[src/rtl/pwd_gate.sv]
module pwd_gate #(
  parameter int          NSET    = 8,
  parameter int          CNT_W   = 8,
  parameter logic [23:0] PW_SEED = 24'h3C5A00
) (
  input  logic                        clk,
  input  logic                        rst_n,
  input  logic                        clr_priv,
  input  logic                        go,
  input  logic [$clog2(2*NSET)-1:0]   sel,
  input  logic [7:0]                  pw_hi,
  input  logic [7:0]                  pw_mid,
  input  logic [7:0]                  pw_lo,
  input  logic                        wr_en,
  input  logic [$clog2(2*NSET)-1:0]   wr_sel,
  input  logic [23:0]                 wr_data,
  input  logic [$clog2(2*NSET)-1:0]   cnt_rd_sel,
  output logic                        done,
  output logic                        pass,
  output logic [CNT_W-1:0]            res_cnt,
  output logic [CNT_W-1:0]            cnt_rd,
  output logic                        act_valid,
  output logic [$clog2(2*NSET)-1:0]   act_sel,
  output logic [NSET-1:0]             set_rd_ok,
  output logic [NSET-1:0]             set_wr_ok
);
  localparam int NPW = 2 * NSET;
  localparam int IW  = $clog2(NPW);
  localparam int SW  = $clog2(NSET);

  logic [23:0]      pw_q  [NPW];
  logic [CNT_W-1:0] cnt_q [NPW];

  wire [23:0]      pw_pres = {pw_hi, pw_mid, pw_lo};
  wire [CNT_W-1:0] cur_cnt = cnt_q[sel];
  wire             locked  = (cur_cnt == '0);
  wire             hit     = !locked && (pw_q[sel] == pw_pres);
  wire [CNT_W-1:0] nxt_cnt = locked ? '0 : (hit ? '1 : {cur_cnt[CNT_W-2:0], 1'b0});
  wire             wr_gate = act_valid && !act_sel[IW-1] && (act_sel[SW-1:0] == wr_sel[SW-1:0]);

  always_ff @(posedge clk or negedge rst_n) begin
    if (!rst_n) begin
      for (int i = 0; i < NPW; i++) begin
        pw_q[i]  <= PW_SEED + 24'(i);
        cnt_q[i] <= '1;
      end
      done      <= 1'b0;
      pass      <= 1'b0;
      res_cnt   <= '1;
      act_valid <= 1'b0;
      act_sel   <= '0;
    end else begin
      done <= go;
      if (go) begin
        pass         <= hit;
        res_cnt      <= nxt_cnt;
        cnt_q[sel]   <= nxt_cnt;
        act_sel      <= sel;
      end
      if (clr_priv)  act_valid <= 1'b0;
      else if (go)   act_valid <= hit;
      if (wr_en && wr_gate) pw_q[wr_sel] <= wr_data;
    end
  end

  assign cnt_rd = cnt_q[cnt_rd_sel];

  for (genvar k = 0; k < NSET; k++) begin : g_set
    assign set_rd_ok[k] = act_valid && (act_sel[SW-1:0] == SW'(k));
    assign set_wr_ok[k] = set_rd_ok[k] && !act_sel[IW-1];
  end
endmodule

[config.mk]
export PLATFORM = sky130hd
export DESIGN_NAME = pwd_gate
export DESIGN_NICKNAME = d
export VERILOG_FILES = /design/src/rtl/pwd_gate.sv
export SDC_FILE = /design/constraint.sdc
export NUM_CORES = 1
export LEC_CHECK = 0
export BUFFER_PORTS_ARGS = -buffer_cell sky130_fd_sc_hd__buf_2
export CAP_MARGIN = 10
export CORE_MARGIN = 5
export CORE_UTILIZATION = 60
export DETAILED_ROUTE_END_ITERATION = 7
export PLACE_DENSITY = 0.86
export SYNTH_ARGS = -nofsm -noshare
export SYNTH_HDL_FRONTEND = slang
export SYNTH_SLANG_ARGS = --single-unit
[constraint.sdc]
create_clock -name clk -period 5.6 [get_ports clk]
set_clock_uncertainty 0.15 [all_clocks]
set_input_delay 0.84 -clock clk [delete_from_list [all_inputs] [get_ports clk]]
set_output_delay 0.84 -clock clk [all_outputs]
set_load 0.01 [all_outputs]
==> impl_metrics.ini, run 1 <==
[synth]
synth_edf_count = 0
yosys_register_bits = 527
synth_top_area_cell = dfstp_2
synth_commonest_cells = mux2_2, dfstp_2, dfrtp_1, mux2i_1, mux4_2
post_synth.cell_area_avg_um2 = 14.8
synthTopCellsByArea = dfstp_2, dfrtp_1, mux2_2
netlist.area_leader.share_pct = 28.4
ys_warn_count = 0
synth_cell_types = 48
synth_async_sr_flop_share_pct = 100
synth-seq-area-share_pct = 49.5
postSynthCellCount = 1857
yosysMostFrequentCell = mux2_2
ys.flop_type = dfstp_2
synthesis.nets = 1922
synth.cell_area_um2 = 27400

[global_routing]
grt_overflow = 0
grt_pass1_vias = 18300
antenna_found_initial = 3
grt_pass1_wl_um = 110000
grt_max_degree = 139
grt_use_total_pct = 27.9

[timing]
slew_headroom_pct = 16.5
tns_ns = 0
fmax_mhz = 237
fin_crit_sh_pct = 75.3
setup_violations = 0
hold_ws_ns = 0.113
tightest_slew_ns = 1.25
hold_viol = 0
min_period_ns = 4.22
rsz0062_at_grt = no
drv_slew = 0

[clocking]
ctsHtreeMaxLevel = 2
cts.repair.resized = 0
numCtsBuffers = 54
root_buffer = clkbuf_16
clk_path_buf_depth = 3
hold_buffers = 0
cts_setup_buffers = 0
tritoncts = yes
clock_sinks = 527
clkTransAtPathRegs_ns = 0.06
insertion_delay_ns = 0.62

[cells_and_area]
num-nets-final = 1959
area_growth_pct = 10.1
final_util_pct = 66.6
drive_gt1_share_pct = 61.4
nFillCells = 3096

[floorplanning]
core-area_um2 = 45300
initial_core_util_pct = 60.5
die-area_um2 = 50000
die_height_um = 224
pin_count = 104
die_x_um = 224
num_rows = 78

[placed_design]
io_buffers = 103
dp_hpwl_um = 41800
gp_congestion = 0.846

[min_path]
holdCritPathClass = in2async

[detailed_routing]
drtPass1Iterations = 5
drcViolationCount = 0
ant_nets = 0
drt_iter0_markers = 1540
viasPerCell = 6.68
wl_um = 69400
vias = 17000
wl_per_cell_um = 27.3

[critical_path]
path_class = in2reg
cp.arrival_ns = 4.56
required_ns = 5.94
crit_start = sel[0]
crit_end = cnt_q[78]$_DFFE_PN1P_
critPathLaunchType = input pin
max_stage_delay_ns = 0.58
rr_endpoint = cnt_q[78]$_DFFE_PN1P_
reg2reg_slack_ns = 2.15
end_kind = flip-flop
ff2ff_path_depth = 8
crit_chain = clkbuf_8 > buf_4 > mux4_2 > or4b_1 > o2111ai_1 > nor3b_1 > a211oi_1 > nand4_1 > buf_12 > o31ai_2
reg2reg_from = pw_q[54]$_DFFE_PN0P_
path_max_fanout = 138
crit_path_top_delay_cell = clkbuf_8

[pwr]
power.density_nw_per_um2 = 264
total_power_mw = 7.96
irDropWorstVdd_mv = 0.269
p_leak_nw = 13.2

[status]
status = finished clean

[flow_run]
drv_cap = 0
## layer usage
metal / global-route usage [%] / wire, µm
met2: 46.8 / 35000
met5: 0 / 11
met4: 12.3 / 3020
met3: 4.04 / 3980
met1: 36.7 / 27400
## critical path: cells and delay by family
kind | cells | cell delay, ns
buffers and inverters | 3 | 1.32
multiplexers | 1 | 0.54
AO/OA/AOI/OAI | 3 | 0.87
AND/OR/NAND/NOR | 3 | 0.85
## kinds of logic after synthesis
| kind of cell | synth area share, % |
|---|---|
| simple gates | 3.03 |
| buf+inv | 3.49 |
| xor+xnor | 0.831 |
| mux | 35.0 |
| flops | 49.5 |
| compound gates | 8.13 |
## placed cells by master (no fill, tap or decap), drive strengths merged, types with 3 or more instances in the layout
master	count
nand3	10
dfstp	296
mux2	388
nand2	59
a221oi	3
o2111ai	3
nor2b	11
o21ai	3
a21oi	10
dfrtp	231
mux4	134
nand2b	9
xnor2	13
clkinv	8
nand4	6
nor4	6
clkbuf	88
nor3	12
a22o	5
bufinv	3
inv	6
and3	10
buf	150
and2	4
a22oi	43
o31ai	138
mux2i	221
nor2	33
diode	3
xor2	13
## layout make-up
| type | instances | area, µm² | share of cell area, % |
|---|---|---|---|
| inverter | 5 | 18.8 | 0.0622 |
| clock inverter | 14 | 204 | 0.676 |
| clock buffer | 87 | 1650 | 5.45 |
| antenna | 3 | 7.51 | 0.0249 |
| multi-input combinational | 1155 | 13000 | 43.0 |
| tap | 600 | 751 | 2.49 |
| sequential | 527 | 13600 | 44.9 |
| timing repair buffer | 151 | 1010 | 3.36 |
## sequential cells by signal (all words and copies together) (netlist names)
register / cells
cnt_q: 128
done: 1
pw_q: 384
res_cnt: 8
act_sel: 4
act_valid: 1
pass: 1
## metrics by stage
| step | cells | instance area, µm² | setup slack [ns] |
|---|---|---|---|
| final | 2542 | 30200 | 1.38 |
| after global routing | 2540 | 30200 | 1.26 |
| after CTS | 2539 | 30200 | 1.49 |
| after detailed placement | 2438 | 28300 | 0.925 |
| after global placement | 2438 | 28300 | 0.973 |
| after floorplan | 1857 | 27400 | 1.95 |
## worst min-delay path by stage
stage / from / endpoint / slack, ns
3_5_place_dp: pass$_DFFE_PN0P_ / pass$_DFFE_PN0P_ / 0.33
5_1_grt: rst_n / done$_DFF_PN0_ / 0.21
6_report: rst_n / done$_DFF_PN0_ / 0.11
3_3_place_gp: pass$_DFFE_PN0P_ / pass$_DFFE_PN0P_ / 0.32
2_1_floorplan: cnt_q[120]$_DFFE_PN1P_ / cnt_q[120]$_DFFE_PN1P_ / 0.32
4_1_cts: rst_n / done$_DFF_PN0_ / 0.17
## where the power goes
part           switching, mW  total (mW)  leakage, nW  internal (mW)
Sequential           0.00711        3.83         6.27           3.82
Combinational          0.299       0.429         6.02          0.131
Clock                   1.54        3.70        0.900           2.16
Total                   1.85        7.96         13.2           6.11
Note: power is estimated with default switching activity, not from simulation.
==> run 2, diff against run 1 <==
==> constraint.sdc (replaced) <==
create_clock -name clk -period 4.1 [get_ports clk]
set_clock_uncertainty 0.15 [all_clocks]
set_input_delay 0.615 -clock clk [delete_from_list [all_inputs] [get_ports clk]]
set_output_delay 0.615 -clock clk [all_outputs]
set_load 0.01 [all_outputs]
==> run 2 against run 1 <==
  * Sequential share of layout area shrank 0.88 points
  * Sequential cell count stayed put
  * First-iteration DRC count is 1.9% higher
  * Power increased by 38%
  * Setup slack lost 0.92 ns
  * Global-route usage up 0.23 points
  * Die area is the same
  * Count of clock-buffer cells in the layout is 11 lower
  * Critical path depth up 1
==> impl_metrics.ini, run 2 (synthesis gave the netlist of run 1 again) <==
[clocking]
ctsHtreeMaxLevel = 2
root_buffer = clkbuf_16
hold_buffers = 1
tritoncts = yes
clkTransAtPathRegs_ns = 0.06
cts_setup_buffers = 0
clk_path_buf_depth = 3
clock_sinks = 527
numCtsBuffers = 54
cts.repair.resized = 0
insertion_delay_ns = 0.63

[status]
status = finished clean

[timing]
fmax_mhz = 275
tns_ns = 0
hold_viol = 0
slew_headroom_pct = 41.7
min_period_ns = 3.64
fin_crit_sh_pct = 88.7
rsz0062_at_grt = no
tightest_slew_ns = 0.871
setup_violations = 0
drv_slew = 0

[floorplanning]
pin_count = 104
num_rows = 78
die-area_um2 = 50000
initial_core_util_pct = 60.5
die_height_um = 224
core-area_um2 = 45300
die_x_um = 224

[cells_and_area]
final_cell_mix = mux2_2, dfstp_2, dfrtp_1, mux2i_1, mux4_2
final_cells = 2595
num-nets-final = 2012
final_common_cell = mux2_2
largest_register_ffs = 384
largestRegisters = pw_q (384), cnt_q (128), res_cnt (8)
drive_gt1_share_pct = 62.5
largest_register = pw_q
area_growth_pct = 12.3

[pwr]
p_leak_nw = 13.5
power.density_nw_per_um2 = 357
irDropWorstVdd_mv = 0.390

[global_routing]
grt_use_total_pct = 28.1
grt_pass1_vias = 18300
grt_max_degree = 97
grt_overflow = 0
antenna_found_initial = 4
grt_pass1_wl_um = 110000

[critical_path]
required_ns = 4.44
end_kind = flip-flop
critPathLaunchType = input pin
path_class = in2reg
cp.arrival_ns = 3.97
path_max_fanout = 24
reg2reg_slack_ns = 0.74
ff2ff_path_depth = 10

[detailed_routing]
drcViolationCount = 0
viasPerCell = 6.63
drt_iter0_markers = 1569
wl_per_cell_um = 26.9
vias = 17200
drtPass1Iterations = 5
ant_nets = 0
wl_um = 69800

[min_path]
holdPathStages = 2
holdCritPathClass = in2reg

[placed_design]
io_buffers = 103
gp_congestion = 0.865
dpl.cell_count = 2490
dp_hpwl_um = 43400

[flow_run]
drv_cap = 0
==> run 2: cell types whose count changed in the layout (fill, tap and decap cells not counted) <==
cell / previous run / this run
clkbuf_8: 18 / 11
nor3_1: 10 / 11
bufinv_16: 3 / 6
buf_12: 9 / 24
dlygate4sd3_1: 0 / 1
buf_4: 41 / 78
inv_6: 1 / 0
clkbuf_1: 16 / 12
clkinv_2: 6 / 13
clkinv_4: 0 / 2
nor3_2: 2 / 1
==> run 2: per-stage QoR <==
stage	worst slack (ns)	utilization [%]	power [mW]	area [µm²]	hold WS, ns
final	0.463	67.9	11.0	30800	0.0754
after global routing	0.325	67.9	11.4	30800	0.0612
after CTS	0.456	67.9	11.1	30800	0.0472
after detailed placement	-0.110	63.8	5.93	28900	0.319
after global placement	-0.0967	63.8	5.91	28900	0.314
after floorplan	0.902	-	5.63	27400	0.169
==> run 2: power breakdown <==
| part | switching (mW) | leakage, nW | total [mW] | internal [mW] |
|---|---|---|---|---|
| sequential | 0.0100 | 6.27 | 5.23 | 5.22 |
| clock | 2.14 | 0.919 | 5.14 | 3.00 |
| combinational | 0.412 | 6.35 | 0.616 | 0.204 |
| total | 2.56 | 13.5 | 11.0 | 8.43 |
==> run 2: worst paths after layout <==
check	from	to
worst max register to register	pw_q[78]$_DFFE_PN0P_	cnt_q[104]$_DFFE_PN1P_
worst max-delay path	sel[2]	act_valid$_DFFE_PN0P_
worst min-delay path	clr_priv	act_valid$_DFFE_PN0P_
worst min register to register	pass$_DFFE_PN0P_	pass$_DFFE_PN0P_
min in group asynchronous	rst_n	done$_DFF_PN0_
max in group asynchronous	rst_n	pw_q[60]$_DFFE_PN1P_
==> run 2: final cells by class <==
class,instances,area (µm²)
Fill cell,2976,14500
Sequential cell,527,13600
Multi-Input combinational cell,1155,13000
Timing Repair Buffer,204,1600
Clock buffer,76,1530
Tap cell,600,751
Clock inverter,25,338
Inverter,5,18.8
Antenna cell,3,7.51
==> run 2: metal layers <==
layer | vias up | part of all wire, % | track usage, %
li1 | 7250 | - | -
met1 | 9086 | 40 | 37.9
met2 | 680 | 49 | 45.6
met3 | 192 | 6.2 | 5.35
met4 | 0 | 4.6 | 11.6
met5 | - | 0 | 0
==> run 2: critical path, stage by stage <==
cell       delay [ns]
buf_4            0.38
buf_4            0.38
mux4_2           0.35
mux2i_1          0.25
xnor2_1          0.18
nor4_1           0.55
and4_1           0.34
o2111ai_4        0.17
buf_12           0.21
buf_12           0.17
o41ai_1          0.34
